$ cat config.mk
export PLATFORM = sky130hd
export DESIGN_NAME = rxd_ring_dma
export DESIGN_NICKNAME = d
export VERILOG_FILES = /design/src/rtl/rxd_pkg.sv /design/src/rtl/rxd_packer.sv /design/src/rtl/rxd_ctrl.sv /design/src/rtl/rxd_status.sv /design/src/rtl/rxd_ring_dma.sv
export SDC_FILE = /design/constraint.sdc
export NUM_CORES = 1
export LEC_CHECK = 0
export BUFFER_PORTS_ARGS = -buffer_cell sky130_fd_sc_hd__buf_4
export CORE_UTILIZATION = 33
export CTS_BUF_LIST = sky130_fd_sc_hd__clkbuf_8
export CTS_CLUSTER_SIZE = 16
export DETAILED_ROUTE_END_ITERATION = 8
export PLACE_DENSITY = 0.48
export SLEW_MARGIN = 30
export SYNTH_ARGS = -nofsm -noshare
export SYNTH_HDL_FRONTEND = slang
export SYNTH_SLANG_ARGS = --single-unit
$ cat constraint.sdc
create_clock -name clk -period 2.3 [get_ports clk]
set_input_delay 0.115 -clock clk [delete_from_list [all_inputs] [get_ports clk]]
set_output_delay 0.115 -clock clk [all_outputs]
set_load 0.02 [all_outputs]
$ cat src/rtl/rxd_pkg.sv
package rxd_pkg;

  typedef enum logic [2:0] {
    PS_STOP  = 3'd0,
    PS_FETCH = 3'd1,
    PS_WAIT  = 3'd3,
    PS_SUSP  = 3'd4,
    PS_CLOSE = 3'd5,
    PS_WRITE = 3'd7
  } proc_e;

  localparam int WORD_W    = 32;
  localparam int LEN_W     = 14;
  localparam int SIZE_W    = 12;
  localparam int IDX_W     = LEN_W - 2;
  localparam int OWN_BIT   = 31;
  localparam int ES_BIT    = 15;
  localparam int FIRST_BIT = 9;
  localparam int LAST_BIT  = 8;
  localparam int LEN_LSB   = 16;
  localparam int CHAIN_BIT = 14;
  localparam int EOR_BIT   = 15;
  localparam int DESC_WDS  = 4;

endpackage

$ cat src/rtl/rxd_packer.sv
module rxd_packer
  import rxd_pkg::*;
(
  input  logic              clk,
  input  logic              rst_n,
  input  logic              clr,
  input  logic              byte_ok,
  input  logic [7:0]        byte_in,
  input  logic              byte_last,
  input  logic              byte_err,
  input  logic [SIZE_W-1:0] buf_size,
  input  logic              take,
  output logic              wr_pend,
  output logic [WORD_W-1:0] wr_word,
  output logic [IDX_W-1:0]  wr_idx,
  output logic [LEN_W-1:0]  stored_len,
  output logic              bad,
  output logic              last_seen
);

  localparam int PAD_W = LEN_W - SIZE_W;

  logic [WORD_W-1:0] acc_q, acc_n, pdata_q, pdata_n;
  logic [1:0]        lane_q, lane_n;
  logic              has_q, has_n;
  logic [LEN_W-1:0]  cnt_q, cnt_n;
  logic [IDX_W-1:0]  widx_q, widx_n;
  logic              pend_q, pend_n;
  logic              trunc_q, trunc_n;
  logic              err_q, err_n;
  logic              last_q, last_n;
  logic              en;
  logic [WORD_W-1:0] acc_v;
  logic              room;

  assign en   = clr | byte_ok | take;
  assign room = cnt_q < {{PAD_W{1'b0}}, buf_size};

  always_comb begin
    acc_n   = acc_q;
    pdata_n = pdata_q;
    lane_n  = lane_q;
    has_n   = has_q;
    cnt_n   = cnt_q;
    widx_n  = widx_q;
    pend_n  = pend_q;
    trunc_n = trunc_q;
    err_n   = err_q;
    last_n  = last_q;
    acc_v   = acc_q;
    acc_v[{lane_q, 3'b000} +: 8] = byte_in;
    if (clr) begin
      acc_n   = '0;
      pdata_n = '0;
      lane_n  = '0;
      has_n   = 1'b0;
      cnt_n   = '0;
      widx_n  = '0;
      pend_n  = 1'b0;
      trunc_n = 1'b0;
      err_n   = 1'b0;
      last_n  = 1'b0;
    end else begin
      if (take) begin
        pend_n = 1'b0;
        widx_n = widx_q + 1'b1;
      end
      if (byte_ok) begin
        err_n  = err_q | byte_err;
        last_n = last_q | byte_last;
        if (room) begin
          cnt_n = cnt_q + 1'b1;
          if (lane_q == 2'd3 || byte_last) begin
            pend_n  = 1'b1;
            pdata_n = acc_v;
            acc_n   = '0;
            lane_n  = '0;
            has_n   = 1'b0;
          end else begin
            acc_n  = acc_v;
            lane_n = lane_q + 1'b1;
            has_n  = 1'b1;
          end
        end else begin
          trunc_n = 1'b1;
          if (byte_last && has_q) begin
            pend_n  = 1'b1;
            pdata_n = acc_q;
            acc_n   = '0;
            lane_n  = '0;
            has_n   = 1'b0;
          end
        end
      end
    end
  end

  always_ff @(posedge clk or negedge rst_n) begin
    if (!rst_n) begin
      acc_q   <= '0;
      pdata_q <= '0;
      lane_q  <= '0;
      has_q   <= 1'b0;
      cnt_q   <= '0;
      widx_q  <= '0;
      pend_q  <= 1'b0;
      trunc_q <= 1'b0;
      err_q   <= 1'b0;
      last_q  <= 1'b0;
    end else if (en) begin
      acc_q   <= acc_n;
      pdata_q <= pdata_n;
      lane_q  <= lane_n;
      has_q   <= has_n;
      cnt_q   <= cnt_n;
      widx_q  <= widx_n;
      pend_q  <= pend_n;
      trunc_q <= trunc_n;
      err_q   <= err_n;
      last_q  <= last_n;
    end
  end

  assign wr_pend    = pend_q;
  assign wr_word    = pdata_q;
  assign wr_idx     = widx_q;
  assign stored_len = cnt_q;
  assign bad        = trunc_q | err_q;
  assign last_seen  = last_q;

endmodule

$ cat src/rtl/rxd_ctrl.sv
module rxd_ctrl
  import rxd_pkg::*;
#(
  parameter int AW = 16
) (
  input  logic              clk,
  input  logic              rst_n,
  input  logic              run,
  input  logic [AW-1:0]     base,
  input  logic              poll,
  input  logic              frm_valid,
  output logic              frm_ready,
  output logic              mem_req,
  output logic              mem_we,
  output logic [AW-1:0]     mem_addr,
  output logic [WORD_W-1:0] mem_wdata,
  input  logic [WORD_W-1:0] mem_rdata,
  output logic              pk_clr,
  output logic              pk_take,
  input  logic              pk_pend,
  input  logic [WORD_W-1:0] pk_word,
  input  logic [IDX_W-1:0]  pk_idx,
  input  logic [LEN_W-1:0]  pk_len,
  input  logic              pk_bad,
  input  logic              pk_last,
  output logic [SIZE_W-1:0] buf_size,
  output logic              close_pulse,
  output proc_e             state
);

  proc_e             st_q, st_n;
  logic [1:0]        fidx_q, fidx_n;
  logic              fph_q, fph_n;
  logic [AW-1:0]     cur_q, cur_n;
  logic [WORD_W-1:0] ctl_q, ctl_n;
  logic [AW-1:0]     buf_q, buf_n;
  logic [AW-1:0]     nxt_q, nxt_n;
  logic [AW-1:0]     next_desc;
  logic [WORD_W-1:0] close_word;

  always_comb begin
    if (ctl_q[EOR_BIT])        next_desc = base;
    else if (ctl_q[CHAIN_BIT]) next_desc = nxt_q;
    else                       next_desc = cur_q + AW'(DESC_WDS);
  end

  always_comb begin
    close_word                          = '0;
    close_word[LEN_LSB +: LEN_W]        = pk_len;
    close_word[ES_BIT]                  = pk_bad;
    close_word[FIRST_BIT]               = 1'b1;
    close_word[LAST_BIT]                = 1'b1;
  end

  always_comb begin
    st_n        = st_q;
    fidx_n      = fidx_q;
    fph_n       = fph_q;
    cur_n       = cur_q;
    ctl_n       = ctl_q;
    buf_n       = buf_q;
    nxt_n       = nxt_q;
    frm_ready   = 1'b0;
    mem_req     = 1'b0;
    mem_we      = 1'b0;
    mem_addr    = cur_q;
    mem_wdata   = '0;
    pk_clr      = 1'b0;
    pk_take     = 1'b0;
    close_pulse = 1'b0;
    unique case (st_q)
      PS_STOP: begin
        if (run) begin
          cur_n  = base;
          fidx_n = '0;
          fph_n  = 1'b0;
          st_n   = PS_FETCH;
        end
      end
      PS_FETCH: begin
        if (!fph_q) begin
          mem_req  = 1'b1;
          mem_addr = cur_q + AW'(fidx_q);
          fph_n    = 1'b1;
        end else begin
          fph_n  = 1'b0;
          fidx_n = fidx_q + 1'b1;
          unique case (fidx_q)
            2'd0: begin
              if (!mem_rdata[OWN_BIT]) begin
                fidx_n = '0;
                st_n   = PS_SUSP;
              end
            end
            2'd1: ctl_n = mem_rdata;
            2'd2: buf_n = mem_rdata[AW-1:0];
            default: begin
              nxt_n  = mem_rdata[AW-1:0];
              fidx_n = '0;
              st_n   = PS_WAIT;
            end
          endcase
        end
      end
      PS_WAIT: begin
        pk_clr = 1'b1;
        if (!run)           st_n = PS_STOP;
        else if (frm_valid) st_n = PS_WRITE;
      end
      PS_WRITE: begin
        frm_ready = !pk_pend && !pk_last;
        if (pk_pend) begin
          mem_req   = 1'b1;
          mem_we    = 1'b1;
          mem_addr  = buf_q + AW'(pk_idx);
          mem_wdata = pk_word;
          pk_take   = 1'b1;
        end else if (pk_last) begin
          st_n = PS_CLOSE;
        end
      end
      PS_CLOSE: begin
        mem_req     = 1'b1;
        mem_we      = 1'b1;
        mem_addr    = cur_q;
        mem_wdata   = close_word;
        close_pulse = 1'b1;
        cur_n       = next_desc;
        fidx_n      = '0;
        fph_n       = 1'b0;
        st_n        = run ? PS_FETCH : PS_STOP;
      end
      PS_SUSP: begin
        if (!run)      st_n = PS_STOP;
        else if (poll) st_n = PS_FETCH;
      end
      default: st_n = PS_STOP;
    endcase
  end

  always_ff @(posedge clk or negedge rst_n) begin
    if (!rst_n) begin
      st_q   <= PS_STOP;
      fidx_q <= '0;
      fph_q  <= 1'b0;
      cur_q  <= '0;
      ctl_q  <= '0;
      buf_q  <= '0;
      nxt_q  <= '0;
    end else begin
      st_q   <= st_n;
      fidx_q <= fidx_n;
      fph_q  <= fph_n;
      cur_q  <= cur_n;
      ctl_q  <= ctl_n;
      buf_q  <= buf_n;
      nxt_q  <= nxt_n;
    end
  end

  assign buf_size = ctl_q[SIZE_W-1:0];
  assign state    = st_q;

endmodule

$ cat src/rtl/rxd_status.sv
module rxd_status (
  input  logic clk,
  input  logic rst_n,
  input  logic set_evt,
  input  logic clr_evt,
  output logic flag
);

  logic flag_q, flag_n, en;

  assign en = set_evt | clr_evt;

  always_comb begin
    flag_n = flag_q;
    if (set_evt)      flag_n = 1'b1;
    else if (clr_evt) flag_n = 1'b0;
  end

  always_ff @(posedge clk or negedge rst_n) begin
    if (!rst_n)  flag_q <= 1'b0;
    else if (en) flag_q <= flag_n;
  end

  assign flag = flag_q;

endmodule

$ cat src/rtl/rxd_ring_dma.sv
module rxd_ring_dma
  import rxd_pkg::*;
#(
  parameter int AW = 16
) (
  input  logic          clk,
  input  logic          rst_n,
  input  logic          rx_start,
  input  logic [AW-1:0] desc_base,
  input  logic          poll_demand,
  input  logic          frm_valid,
  input  logic [7:0]    frm_data,
  input  logic          frm_last,
  input  logic          frm_err,
  output logic          frm_ready,
  output logic          mem_req,
  output logic          mem_we,
  output logic [AW-1:0] mem_addr,
  output logic [31:0]   mem_wdata,
  input  logic [31:0]   mem_rdata,
  output logic [2:0]    proc_state,
  output logic          irq_rx,
  input  logic          irq_clr
);

  logic              pk_clr, pk_take, pk_pend, pk_bad, pk_last, close_pulse;
  logic [WORD_W-1:0] pk_word;
  logic [IDX_W-1:0]  pk_idx;
  logic [LEN_W-1:0]  pk_len;
  logic [SIZE_W-1:0] buf_size;
  logic              byte_ok;
  proc_e             state;

  assign byte_ok = frm_valid & frm_ready;

  rxd_ctrl #(.AW(AW)) ctrl_i (
    .clk(clk), .rst_n(rst_n), .run(rx_start), .base(desc_base), .poll(poll_demand),
    .frm_valid(frm_valid), .frm_ready(frm_ready),
    .mem_req(mem_req), .mem_we(mem_we), .mem_addr(mem_addr),
    .mem_wdata(mem_wdata), .mem_rdata(mem_rdata),
    .pk_clr(pk_clr), .pk_take(pk_take), .pk_pend(pk_pend), .pk_word(pk_word),
    .pk_idx(pk_idx), .pk_len(pk_len), .pk_bad(pk_bad), .pk_last(pk_last),
    .buf_size(buf_size), .close_pulse(close_pulse), .state(state)
  );

  rxd_packer packer_i (
    .clk(clk), .rst_n(rst_n), .clr(pk_clr), .byte_ok(byte_ok), .byte_in(frm_data),
    .byte_last(frm_last), .byte_err(frm_err), .buf_size(buf_size), .take(pk_take),
    .wr_pend(pk_pend), .wr_word(pk_word), .wr_idx(pk_idx), .stored_len(pk_len),
    .bad(pk_bad), .last_seen(pk_last)
  );

  rxd_status status_i (
    .clk(clk), .rst_n(rst_n), .set_evt(close_pulse), .clr_evt(irq_clr), .flag(irq_rx)
  );

  assign proc_state = state;

endmodule

=== Word level (Yosys, flattened, before mapping) ===
Index checks and enable logic that the tools add are counted.

* Reduce and logical (&&, ||, !) cells: 30
* Add/sub/neg operators: 8
* Muxes and demuxes: 77
* Eq/ne operators: 18
* Shift operators: 2
* Bitwise operators: 8
* Order comparisons: 1

{| class="wikitable"
|+ Operator list
! operator !! count
|-
| 32-bit two-way mux || 11
|-
| 16-bit two-way mux || 5
|-
| 16-bit case mux with 2 select lines || 2
|-
| 32-bit case mux with 2 select lines || 1
|-
| 14-bit two-way mux || 3
|-
| 32-bit bitwise mux || 1
|-
| 8-bit by 7-bit variable shift with 32-bit output (first input constant) || 1
|-
| 8-bit by 7-bit variable part select with 32-bit output || 1
|-
| 1-bit two-way mux || 28
|-
| 3-bit two-way mux || 9
|-
| 12-bit two-way mux || 2
|-
| 3-bit AND reduction || 7
|-
| 3-bit case mux with 6 select lines || 1
|-
| 16-bit by 12-bit adder with 16-bit output || 1
|-
| 16-bit by 2-bit adder with 16-bit output || 1
|-
| 16-bit by 3-bit adder with 16-bit output (second input constant) || 1
|-
| 2-bit two-way mux || 8
|-
| 14-bit by 1-bit adder with 14-bit output (second input constant) || 1
|-
| 14-bit by 12-bit < comparator with 1-bit output || 1
|-
| 12-bit by 1-bit adder with 12-bit output (second input constant) || 1
|-
| 2-bit AND reduction || 5
|-
| 2-bit nonzero test || 5
|-
| 3-bit equality test (second input constant) || 3
|-
| 3-bit inequality test (second input constant) || 3
|-
| other kinds (27) || 42
|}

* Logic and storage cells: 162
* Register bits after elaboration: 168
* Output and inout bits: 55

=== Depth between registers and ports, before layout ===
* Word-level depth: 7
* Gate-level depth with buffers: 11
* Gate-level depth less buffers: 8

=== By module ===
From an unflattened synthesis, not the netlist that was laid out.

* Cell total of the unflattened synthesis: 1045
* Area total of the unflattened synthesis: 10213.5 um2

{| class="wikitable"
|+ By module, submodules not included
! module !! area an instance (um2) !! sequential area each (um2) !! times used !! cells an instance
|-
| rxd_packer || 5287.6 || 2427.3 || 1 || 536
|-
| rxd_ctrl || 4883.4 || 1701.6 || 1 || 505
|-
| rxd_status || 36.3 || 25.0 || 1 || 3
|-
| rxd_ring_dma || 6.3 || 0.0 || 1 || 1
|}

=== Worst setup path after synthesis ===
OpenSTA, ideal clock, no wires.

* Path type: register -> output
* Start point: reg ctrl_i.st_q[2] (netlist: ctrl_i.state[2])
* End point: out mem_addr[9]
* Path slack: -183 ps
* Arrival: 2368 ps
* Cell stages (with the launch flop): 6
* Data required time: 2185 ps
* Cell sequence: dfrtp_1 -> buf_2 -> nor4b_2 -> nand4b_1 -> clkbuf_1 -> o311ai_0

* Word-level cells in the longest chain between the ends: 2
* Elaborated cells on any way between the ends: 3
* Those cells by class: 2 x eq/ne; 1 x mux

{| class="wikitable"
|+ RTL lines
! element !! RTL line !! source
|-
| start: declaration || rxd_ctrl.sv:31 || <nowiki>proc_e st_q, st_n;</nowiki>
|-
| start signal: assignment || rxd_ctrl.sv:151 || <nowiki>st_q <= st_n;</nowiki>
|-
| 3-bit equality test / 3-bit by 1-bit equality test with 1-bit output (equally long branches) || rxd_ctrl.sv:71 || <nowiki>unique case (st_q)</nowiki>
|-
| 16-bit case mux with 2 select lines (*) || rxd_ctrl.sv:71 ||
|-
| end: declaration || rxd_ring_dma.sv:18 || <nowiki>output logic [AW-1:0] mem_addr,</nowiki>
|}

Every way passes the cells marked *; elsewhere a longest branch is shown, timed or not.

=== Final worst setup path ===
* Start point: reg ctrl_i.buf_q[8]
* End point: out mem_addr[15]

* Word-level cells in the longest chain between the ends: 3

{| class="wikitable"
|+ RTL lines
! element !! RTL line !! source
|-
| start: declaration || rxd_ctrl.sv:36 || <nowiki>logic [AW-1:0] buf_q, buf_n;</nowiki>
|-
| start signal: assignment || rxd_ctrl.sv:156 || <nowiki>buf_q <= buf_n;</nowiki>
|-
| 16-bit by 12-bit adder with 16-bit output || rxd_ctrl.sv:115 || <nowiki>mem_addr = buf_q + AW'(pk_idx);</nowiki>
|-
| 16-bit two-way mux || rxd_ctrl.sv:112 || <nowiki>if (pk_pend) begin</nowiki>
|-
| 16-bit case mux with 2 select lines || rxd_ctrl.sv:71 ||
|}

Every way passes these cells.

==> flow_metrics.py <==
metrics = {
    "setup_path": {
        "critPathRequiredTime_ns": 2.18,
        "cp_max_fo": 2,
        "timing_worst_setup_path_type": "flop to primary output",
        "start_kind": "flop",
        "critical_path.startpoint": "ctrl_i.buf_q[8]",
        "worst_setup_path_end_kind": "primary output",
        "critical_path.reg2reg.startpoint": "ctrl_i.ctl_q[9]",
        "cp.arrival_ns": 2.67,
    },
    "die": {
        "num_io_pins": 119,
        "floorplan.initialDensity_pct": 33.8,
        "die-area_um2": 30300,
        "die_w_um": 174,
        "std_cell_rows": 62,
        "placeableCoreArea_um2": 28900,
        "die-height_um": 174,
    },
    "power": {
        "cellLeakagePower_nw": 6.49,
        "power_density_nw_per_um2": 1040,
        "vdd.ir_drop.worst_v": 0.000395,
        "finalPower_w": 0.0153,
    },
    "route": {
        "drt_first_iter_violations": 538,
        "routed_wirelength_um": 34000,
        "ant_nets": 0,
        "vias_per_cell": 5.46,
        "drc": 0,
        "vias": 9139,
        "wl_per_cell_um": 20.3,
        "drtPass1Iterations": 6,
    },
    "layout": {
        "multi_input_comb_area_um2": 6360,
        "filler_cell_count": 2676,
        "design_area_um2": 14800,
        "area_growth_from_synthesis_to_layout_pct": 50.8,
        "post_route_cells_drive_above_1_share_pct": 42.6,
        "finalNetCount": 1381,
        "antennaDiodeCount": 0,
        "seqCellArea_um2": 4160,
    },
    "logic_synthesis": {
        "synth_seq_area_share_pct": 42.4,
        "ys.warnings.count": 0,
        "syn_avg_cell_area_um2": 9.85,
        "number_of_flip_flops_and_latches_in_the_synthesized_netlist": 166,
        "synthesis.nets": 1097,
        "top_count_cell_post_synth": "dfrtp_1",
        "synthArstFlopShare_pct": 100,
        "number_of_synthesized_flops_with_an_enable_pin": 0,
        "ys_top_cells_by_count": "166 x dfrtp_1, 81 x nand2_1, 78 x a22o_1",
        "post_synth_instance_area_um2": 9790,
        "number_of_distinct_library_cell_variants_in_the_gate_level_netlist_after_synthesis": 66,
        "post_synth_inst_count": 993,
        "ys_dominant_reg_cell": "dfrtp_1",
        "post-synth-top-area-cell": "dfrtp_1",
        "post_synth_main_area_contributors": "dfrtp_1 42%, a22o_1 7.0%, mux2_2 5.5%",
        "netlist.area_leader.share_pct": 42.4,
    },
    "global_route": {
        "grt_max_degree": 76,
        "number_of_antenna_violations_at_the_first_check_in_global_routing": 0,
        "grt_first_pass_wirelength_um": 52600,
        "global_route.overflow_total": 0,
        "global_route.usage.total_pct": 22.5,
        "grt_pass1_vias": 9149,
    },
    "sta": {
        "grt_setup_unrepaired": "yes",
        "timing.slew.headroom_pct": 65.2,
        "finalWorstSetupSlack_ns": -0.489,
        "tightest_slew_ns": 0.521,
        "maxSlewViolCount": 0,
        "hold_viol_final": 0,
        "fin_crit_sh_pct": 121,
        "layout_min_cycle_time_ns": 2.79,
        "final.hold.worst_slack_ns": 0.0440,
        "skew_ns": 0.0161,
        "setup-violations-final": 83,
        "max_clock_freq_ghz": 0.359,
        "setup_total_negative_slack_ns": -8.58,
    },
    "worst_hold_path": {
        "hold_path_startpoint": "rx_start",
        "hold_class": "input port to flop",
    },
    "placement": {
        "dpl.hpwl_um": 22900,
        "gp_congestion": 0.837,
        "placed_area_um2": 11900,
        "detailedPlace.worstSlack_ns": -0.231,
        "io_buffer_count": 103,
    },
    "outcome": {
        "outcome": "finished with violations",
        "violated_checks": "negative setup slack",
    },
    "job": {
        "max_cap_viol_count": 0,
    },
    "clock_tree": {
        "bufs_on_longest_clock_path": 2,
        "cts.sinks": 166,
        "htree_levels": 4,
        "ctsRootBufferMaster": "clkbuf_8",
        "tritoncts_clock_tree": "built",
        "cts_buffers": 17,
        "insertion_delay_ns": 0.49,
        "cts.clk_slew.worst_paths_ns": 0.10,
    },
}
==> where the power goes <==
part           internal (W)  switching [W]
clock               0.00111        0.00123
combinational       0.00404        0.00443
sequential          0.00376       0.000714
==> sequential cells by signal, indices dropped and copies added (netlist names), 3 cells and up <==
name	count
ctrl_i.buf_q	16
ctrl_i.ctl_q	14
ctrl_i.cur_q	16
ctrl_i.nxt_q	16
ctrl_i.state	3
packer_i.acc_q	32
packer_i.stored_len	14
packer_i.wr_idx	12
packer_i.wr_word	32
==> layout by cell type (no fill, tap or decap), types with 21 or more instances in the layout <==
cell type	netlist	routed
o21ai_0	40	26
buf_6	0	37
nand2_1	81	77
a21oi_1	43	28
ha_1	38	21
mux2_2	48	48
dfrtp_1	166	163
a22o_1	78	76
buf_4	0	223
dlygate4sd3_1	0	44
nor2_1	48	39
inv_1	38	34
a31o_4	0	28
a211oi_2	1	28
nand3_1	35	32
==> kinds of logic after synthesis <==
kind of cell,after synthesis,synth area share [%]
flip-flops,166,42.4
adder cells (fa/ha/maj),40,5.27
AO/OA/AOI/OAI,332,25.6
multiplexers,60,6.75
buffers and inverters,108,4.39
AND/OR/NAND/NOR,260,13.1
XOR/XNOR,27,2.42
==> per-layer routing <==
metal | share of wire, % | track usage [%]
met5 | 0 | 0
met4 | 2.8 | 8.92
met3 | 3.5 | 3.32
met2 | 48 | 36.6
met1 | 45 | 29.9
==> worst paths after layout <==
path	end	slack [ns]	depth (start not counted)
hold reg to reg	packer_i.acc_q[26]	0.50	1
setup reg to reg	packer_i.stored_len[9]	-0.10	9
setup / recovery	mem_addr[15]	-0.49	8
hold / removal	ctrl_i.fph_q	0.04	4
max in group asynchronous	packer_i.has_q	1.48	3
min in group asynchronous	ctrl_i.cur_q[5]	0.09	2
==> worst max-delay path, cell delays in order, from the launching register on <==
cell	delay, ns
dfrtp_1	0.40
ha_1	0.31
and3_1	0.19
a221o_1	0.33
a211o_1	0.29
a21oi_2	0.17
mux2i_1	0.20
o21ai_1	0.11
buf_4	0.17
==> area by class of cell <==
cell class,instances,share of cell area [%]
Multi-Input combinational cell,719,43.1
Sequential cell,166,28.2
Timing Repair Buffer,335,21.6
Tap cell,384,3.26
Clock buffer,18,1.68
Clock inverter,14,1.18
Inverter,38,0.983
==> metrics by stage <==
| step | utilization (%) | cells |
|---|---|---|
| finish | 51.0 | 1674 |
| floorplan | - | 993 |
| global route | 51.0 | 1674 |
| global placement | 41.1 | 1539 |
| CTS | 48.6 | 1666 |
| detailed placement | 41.1 | 1539 |
==> what timing repair did <==
| action | in CTS | in global routing |
|---|---|---|
| setup endpoints to repair | 124 | 98 |
| endpoints found under the hold margin | 242 | 0 |
| hold buffers | 44 | 0 |
| gates resized for setup | 159 | 109 |
| cloned | 8 | 1 |
| pin swaps | 122 | 84 |
| setup buffers | 45 | 16 |
No activity file was read; power rests on OpenSTA's default activity.
